**config.mk**
```make
export PLATFORM = sky130hd
export DESIGN_NAME = ipi_bank
export DESIGN_NICKNAME = d
export VERILOG_FILES = /design/src/rtl/ipi_pkg.sv /design/src/rtl/ipi_decode.sv /design/src/rtl/ipi_hart_cell.sv /design/src/rtl/ipi_read_port.sv /design/src/rtl/ipi_bank.sv
export SDC_FILE = /design/constraint.sdc
export NUM_CORES = 1
export LEC_CHECK = 0
export BUFFER_PORTS_ARGS = -buffer_cell sky130_fd_sc_hd__buf_2
export CAP_MARGIN = 20
export CORE_AREA = 8 8 47 49
export CTS_BUF_LIST = sky130_fd_sc_hd__clkbuf_8
export CTS_CLUSTER_DIAMETER = 80
export DETAILED_ROUTE_END_ITERATION = 16
export DIE_AREA = 0 0 55 57
export GPL_ROUTABILITY_DRIVEN = 0
export PLACE_DENSITY = 0.84
export SYNTH_ARGS = -nofsm -noshare
export SYNTH_HDL_FRONTEND = slang
export SYNTH_HIERARCHICAL = 1
export SYNTH_SLANG_ARGS = --single-unit
export TNS_END_PERCENT = 10
```
**constraint.sdc**
```tcl
create_clock -name clk -period 3.6 [get_ports clk]
set_clock_uncertainty 0.15 [all_clocks]
set_input_delay 0.36 -clock clk [delete_from_list [all_inputs] [get_ports clk]]
set_output_delay 0.36 -clock clk [all_outputs]
set_load 0.01 [all_outputs]
```
**src/rtl/ipi_pkg.sv**
```systemverilog
package ipi_pkg;

  localparam int IPI_DATA_W = 32;
  localparam int IPI_STRB_W = IPI_DATA_W / 8;

  typedef enum logic {
    IPI_MACHINE    = 1'b0,
    IPI_SUPERVISOR = 1'b1
  } ipi_variant_e;

endpackage

```
**src/rtl/ipi_decode.sv**
```systemverilog
module ipi_decode #(
  parameter int NUM_HARTS = 1,
  parameter int ADDR_W    = 8,
  parameter int IDX_W     = 1
) (
  input  logic [ADDR_W-1:0] addr,
  output logic              hit,
  output logic [IDX_W-1:0]  idx
);
  localparam int WORD_W = ADDR_W - 2;
  localparam logic [WORD_W-1:0] LIMIT = WORD_W'(NUM_HARTS);

  logic [WORD_W-1:0] word;

  assign word = addr[ADDR_W-1:2];
  assign hit  = (addr[1:0] == 2'b00) && (word < LIMIT);
  assign idx  = word[IDX_W-1:0];
endmodule

```
**src/rtl/ipi_hart_cell.sv**
```systemverilog
module ipi_hart_cell
  import ipi_pkg::*;
#(
  parameter ipi_variant_e VARIANT = IPI_MACHINE
) (
  input  logic clk,
  input  logic rst,
  input  logic wr_hit,
  input  logic wr_bit,
  output logic pend,
  output logic irq
);
  generate
    if (VARIANT == IPI_MACHINE) begin : g_level
      logic level_q;
      always_ff @(posedge clk) begin
        if (rst)         level_q <= 1'b0;
        else if (wr_hit) level_q <= wr_bit;
      end
      assign pend = level_q;
      assign irq  = level_q;
    end else begin : g_pulse
      logic pulse_q;
      always_ff @(posedge clk) begin
        if (rst) pulse_q <= 1'b0;
        else     pulse_q <= wr_hit & wr_bit;
      end
      assign pend = 1'b0;
      assign irq  = pulse_q;
    end
  endgenerate
endmodule

```
**src/rtl/ipi_read_port.sv**
```systemverilog
module ipi_read_port
  import ipi_pkg::*;
#(
  parameter int NUM_HARTS = 1,
  parameter int IDX_W     = 1
) (
  input  logic                  clk,
  input  logic                  rst,
  input  logic                  ren,
  input  logic                  hit,
  input  logic [IDX_W-1:0]      idx,
  input  logic [NUM_HARTS-1:0]  pend_vec,
  output logic [IPI_DATA_W-1:0] rdata
);
  logic sel_bit;

  always_comb begin
    sel_bit = 1'b0;
    for (int h = 0; h < NUM_HARTS; h++) begin
      if (idx == IDX_W'(h)) sel_bit = pend_vec[h];
    end
  end

  always_ff @(posedge clk) begin
    if (rst)              rdata <= '0;
    else if (ren && hit)  rdata <= {{(IPI_DATA_W-1){1'b0}}, sel_bit};
    else                  rdata <= '0;
  end
endmodule

```
**src/rtl/ipi_bank.sv**
```systemverilog
module ipi_bank
  import ipi_pkg::*;
#(
  parameter int           NUM_HARTS = 1,
  parameter int           ADDR_W    = 8,
  parameter ipi_variant_e VARIANT   = IPI_MACHINE
) (
  input  logic                  clk,
  input  logic                  rst,
  input  logic [ADDR_W-1:0]     bus_addr,
  input  logic                  bus_wen,
  input  logic [IPI_STRB_W-1:0] bus_wstrb,
  input  logic [IPI_DATA_W-1:0] bus_wdata,
  input  logic                  bus_ren,
  output logic [IPI_DATA_W-1:0] bus_rdata,
  output logic [NUM_HARTS-1:0]  irq_o
);
  localparam int IDX_W = (NUM_HARTS > 1) ? $clog2(NUM_HARTS) : 1;

  logic                 hit;
  logic [IDX_W-1:0]     idx;
  logic                 wr_ok;
  logic [NUM_HARTS-1:0] pend_vec;
  logic                 unused_wdata_hi;

  assign unused_wdata_hi = ^bus_wdata[IPI_DATA_W-1:1];

  ipi_decode #(
    .NUM_HARTS(NUM_HARTS),
    .ADDR_W   (ADDR_W),
    .IDX_W    (IDX_W)
  ) u_decode (
    .addr(bus_addr),
    .hit (hit),
    .idx (idx)
  );

  assign wr_ok = bus_wen && (&bus_wstrb) && hit;

  generate
    for (genvar h = 0; h < NUM_HARTS; h++) begin : g_hart
      logic sel;
      assign sel = wr_ok && (idx == IDX_W'(h));
      ipi_hart_cell #(
        .VARIANT(VARIANT)
      ) u_cell (
        .clk   (clk),
        .rst   (rst),
        .wr_hit(sel),
        .wr_bit(bus_wdata[0]),
        .pend  (pend_vec[h]),
        .irq   (irq_o[h])
      );
    end
  endgenerate

  ipi_read_port #(
    .NUM_HARTS(NUM_HARTS),
    .IDX_W    (IDX_W)
  ) u_rport (
    .clk     (clk),
    .rst     (rst),
    .ren     (bus_ren),
    .hit     (hit),
    .idx     (idx),
    .pend_vec(pend_vec),
    .rdata   (bus_rdata)
  );
endmodule

```
* After elaboration in Yosys (flattened, before gate mapping) *
Index checks and enable logic that the tools add are counted.

storage, ports and cells
  logic and storage cells = 14
  flip-flop bits (word level) = 33
  output and inout bits = 33

operators by class
  reductions and logical operators = 8
  bitwise gates (word level) = 2
  order comparisons = 1

operators with widths
  cell                number
  $lt 6x1->1 const B  1
  $logic_and 1x1->1   5
  $reduce_and 4->1    1
  $reduce_or 3->1     1
  $logic_not 2->1     1
  $not 1->1           2

* Depth between registers and ports, before layout *
  word-level depth = 5
  mapped depth = 6
  gate-level depth less buffers = 6

* Hierarchy *
Netlist, hierarchy kept.

by module, submodules not included
  module         cells an instance  area an instance (um^2)  sequential area each (um^2)  times used
  ipi_read_port  35                 269.0                    20.0                         1
  ipi_hart_cell  4                  41.3                     20.0                         1
  ipi_decode     4                  26.3                     0.0                          1
  ipi_bank       3                  17.5                     0.0                          1

* Least setup slack after synthesis *
OpenSTA, ideal clock, no wires.

  path type = input -> register
  start point = input bus_addr[4]
  end point = register g_hart[0].u_cell.g_level.level_q
  required time = 3.336 ns
  path slack = 1.884 ns
  path buffers = 0
  stages = 6
  arrival = 1.451 ns
  cell sequence = or4_1 -> nor2_1 -> nand4b_1 -> nor2_1 -> mux2i_1 -> nor2_1

on the way
  cells in the longest elaborated chain, start to end = 4

ends and longest elaborated chain
  item                     line                 source
  start, declared          ipi_bank.sv:10       input logic [ADDR_W-1:0] bus_addr,
  $lt 6x1->1               ipi_decode.sv:16     assign hit = (addr[1:0] == 2'b00) && (word < LIMIT);
  $logic_and 1x1->1        ipi_decode.sv:16
  named net hit            ipi_bank.sv:20       logic hit;
  $logic_and 1x1->1        ipi_bank.sv:38       assign wr_ok = bus_wen && (&bus_wstrb) && hit;
  $logic_and 1x1->1        ipi_bank.sv:43       assign sel = wr_ok && (idx == IDX_W'(h));
  named net g_hart[0].sel  ipi_bank.sv:42       logic sel;
  end signal, assigned     ipi_hart_cell.sv:18  else if (wr_hit) level_q <= wr_bit;
  end, declared            ipi_hart_cell.sv:15  logic level_q;

The timed path passes the listed nets, and every way through them passes these cells.
A chain may end at the register's enable or synchronous reset.

* Worst setup path in the final report *
Same ends and word-level chain as after synthesis.

==> results.yml <==
setup_path:
  critical_path_class: "in2reg"
  r2r_slack_ps: 2860
  critPathLaunchType: "primary input"
  critPathArrivalTime_ps: 1610
  path_cells: "buf_2 > or4_1 > nor2_1 > nand4b_1 > nor2_1 > mux2i_1 > nor2_1"
  cpMaxStageDelayCell: "or4_1"
  reg2regPathDepth: 2
  timing.critical_path.mode_cell: "nor2_1"
  cp.required_ps: 3550
  r2r_end: "g_hart[0].u_cell/irq"
  cpPeakStageDelay_ps: 500
  critPathCaptureType: "flop"
  crit_fanout: 2
  reg2reg_from: "g_hart[0].u_cell/irq"
finish:
  diodes: 0
  fin_area_sq_um: 372
  fin_util_pct: 23.6
  nFillCells: 183
  nNetsFinal: 114
  final_layout_size_suffix_gt1_share_pct: 32.8
  syn_to_final_growth_pct: 4.95
  instances_no_fill: 81
cts:
  ctsLongestPathBuffers: 2
  clock_latency_ps: 210
  holdBufCountCts: 0
  clk_pin_slew_ps: 30
  postCtsSetupBuffers: 0
  clock_sinks: 2
  htreeDepth: 1
  cts_tree: "done"
  post_cts_resized: 0
  root_buffer: "clkbuf_8"
  cts_inserted_buffers: 3
timing:
  hold_slack_ps: 178
  post-route-period-util_pct: 46.3
  slew_violations: 0
  rsz0062_at_grt: "no"
  hold_viol: 0
  tns_ps: 0
  finalSetupViolations: 0
  period_minus_slack_ps: 1670
  fmax_ghz: 0.600
  layout_setup_ws_ps: 1930
floorplan:
  die-area_sq_mm: 0.00314
  die_x_um: 55
  io_pins: 81
  initial_core_util_pct: 22.5
  core_area_sq_mm: 0.00158
  rows: 15
  die_y_um: 57
pwr:
  power_frac_comb_pct: 18.4
  clock_power_share_pct: 65.2
  peakVddDrop_v: 0.0000743
  net-switching-power_mw: 0.0358
  leakage_nw: 0.223
  power_density_mw_per_mm2: 365
  p_int_mw: 0.0998
  swShare_pct: 26.4
  total_power_mw: 0.136
  seqPwrFrac_pct: 16.5
synth:
  ys_seq_elements: 2
  synth.distinct_cells: 8
  seq_area_frac_synth_pct: 11.3
  synthFlopType: "dfxtp_1"
  yosys-top-cells-area: "buf_4 70%, dfxtp_1 11%, nand4b_1 4.9%"
  synth_edf_count: 0
  yosysWarnings: 6
  synth_cells: 46
  avgSynthCellArea_sq_um: 7.70
  async_flop_share_pct: 0
  yosysTopAreaCellShare_pct: 70.0
  synth_top_area_cell: "buf_4"
  post-synth-top-count-cell: "buf_4"
  synth_commonest_cells: "33 x buf_4, 4 x nor2_1, 2 x dfxtp_1, 2 x nand4b_1, 2 x or4_1"
  syn_area_sq_um: 354
detailed_routing:
  drt_first_pass_iters: 1
  finalWirelength_um: 852
  drtAntennaViolNets: 0
  wl_per_cell_um: 10.5
  drt_iter0_drc: 0
  routed-via-count: 261
  drcViolationCount: 0
  vias_per_cell: 3.22
min_path:
  min_path_type: "in2reg"
  hold_end: "u_rport/rdata[0]"
  holdPathStages: 2
  holdCritStartpoint: "rst"
outcome:
  status: "completed"
grt:
  grt_usage_pct: 5.35
  grt_max_degree: 4
  grt_pass1_wl_um: 1110
  antenna_found_initial: 0
  gr-total-overflow: 0
  grt_pass1_vias: 276
placed_design:
  dpl.hpwl_um: 785
  dpl_worst_slack_ps: 1700
  place_inst: 78
  placed_cell_area_sq_um: 330
  io_buffer_count: 18
run:
  maxCapViolations: 0
-- power groups by stage --
stage,Combinational (mW),Clock (mW),Sequential (mW)
after floorplan,0.0409,0,0.0226
after global placement,0.0231,0,0.0226
after detailed placement,0.0235,0,0.0226
after CTS,0.0236,0.0924,0.0224
after global routing,0.0279,0.0942,0.0223
final,0.0249,0.0884,0.0224
-- critical path: cells and delay by family --
kind / cells / cell delay [ps]
buf+inv: 1 / 90
mux: 1 / 190
simple gates: 5 / 960
-- worst max path at each step --
stage	cells after the start	from	end	slack, ps
floorplan	6	bus_addr[4]	g_hart[0].u_cell/irq	1880
global placement	7	bus_addr[4]	g_hart[0].u_cell/irq	1720
detailed placement	7	bus_addr[4]	g_hart[0].u_cell/irq	1700
CTS	7	bus_addr[4]	g_hart[0].u_cell/irq	1920
global route	7	bus_addr[4]	g_hart[0].u_cell/irq	1800
finish	7	bus_addr[4]	g_hart[0].u_cell/irq	1930
-- metal layers --
layer / track usage (%) / wire [um] / share of wire, % / vias to the layer above
met5: 0 / 0 / 0 / -
met4: 8.25 / 33 / 3.9 / 0
met3: 2.60 / 160 / 19 / 2
met2: 8.43 / 420 / 49 / 29
met1: 3.25 / 238 / 28 / 111
li1: - / - / - / 119
-- layout by cell type, fill, tap and decap left out, drive strengths merged --
master / Yosys / final
nand3: 1 / 1
buf: 33 / 18
or4: 2 / 2
nor2: 4 / 4
nand4b: 2 / 2
conb: 1 / 31
clkbuf: 0 / 3
mux2i: 1 / 1
dfxtp: 2 / 2
-- cells by family after synthesis --
| group | synth area share [%] |
|---|---|
| buffers and inverters | 70.0 |
| flip-flops | 11.3 |
| multiplexers | 2.83 |
| other | 1.06 |
| AND/OR/NAND/NOR | 14.8 |
-- sequential cells by signal, summed over array words and instances (netlist names) --
name and flops:
g_hart.u_cell/irq 1, u_rport/rdata 1
-- cell type report --
cell class | count | area [sq um] | area share (%)
Sequential cell | 2 | 40.0 | 10.8
Timing Repair Buffer | 18 | 90.1 | 24.2
Tap cell | 17 | 21.3 | 5.72
Clock buffer | 3 | 41.3 | 11.1
Multi-Input combinational cell | 41 | 179 | 48.1
Note: power is estimated with default switching activity, not from simulation.
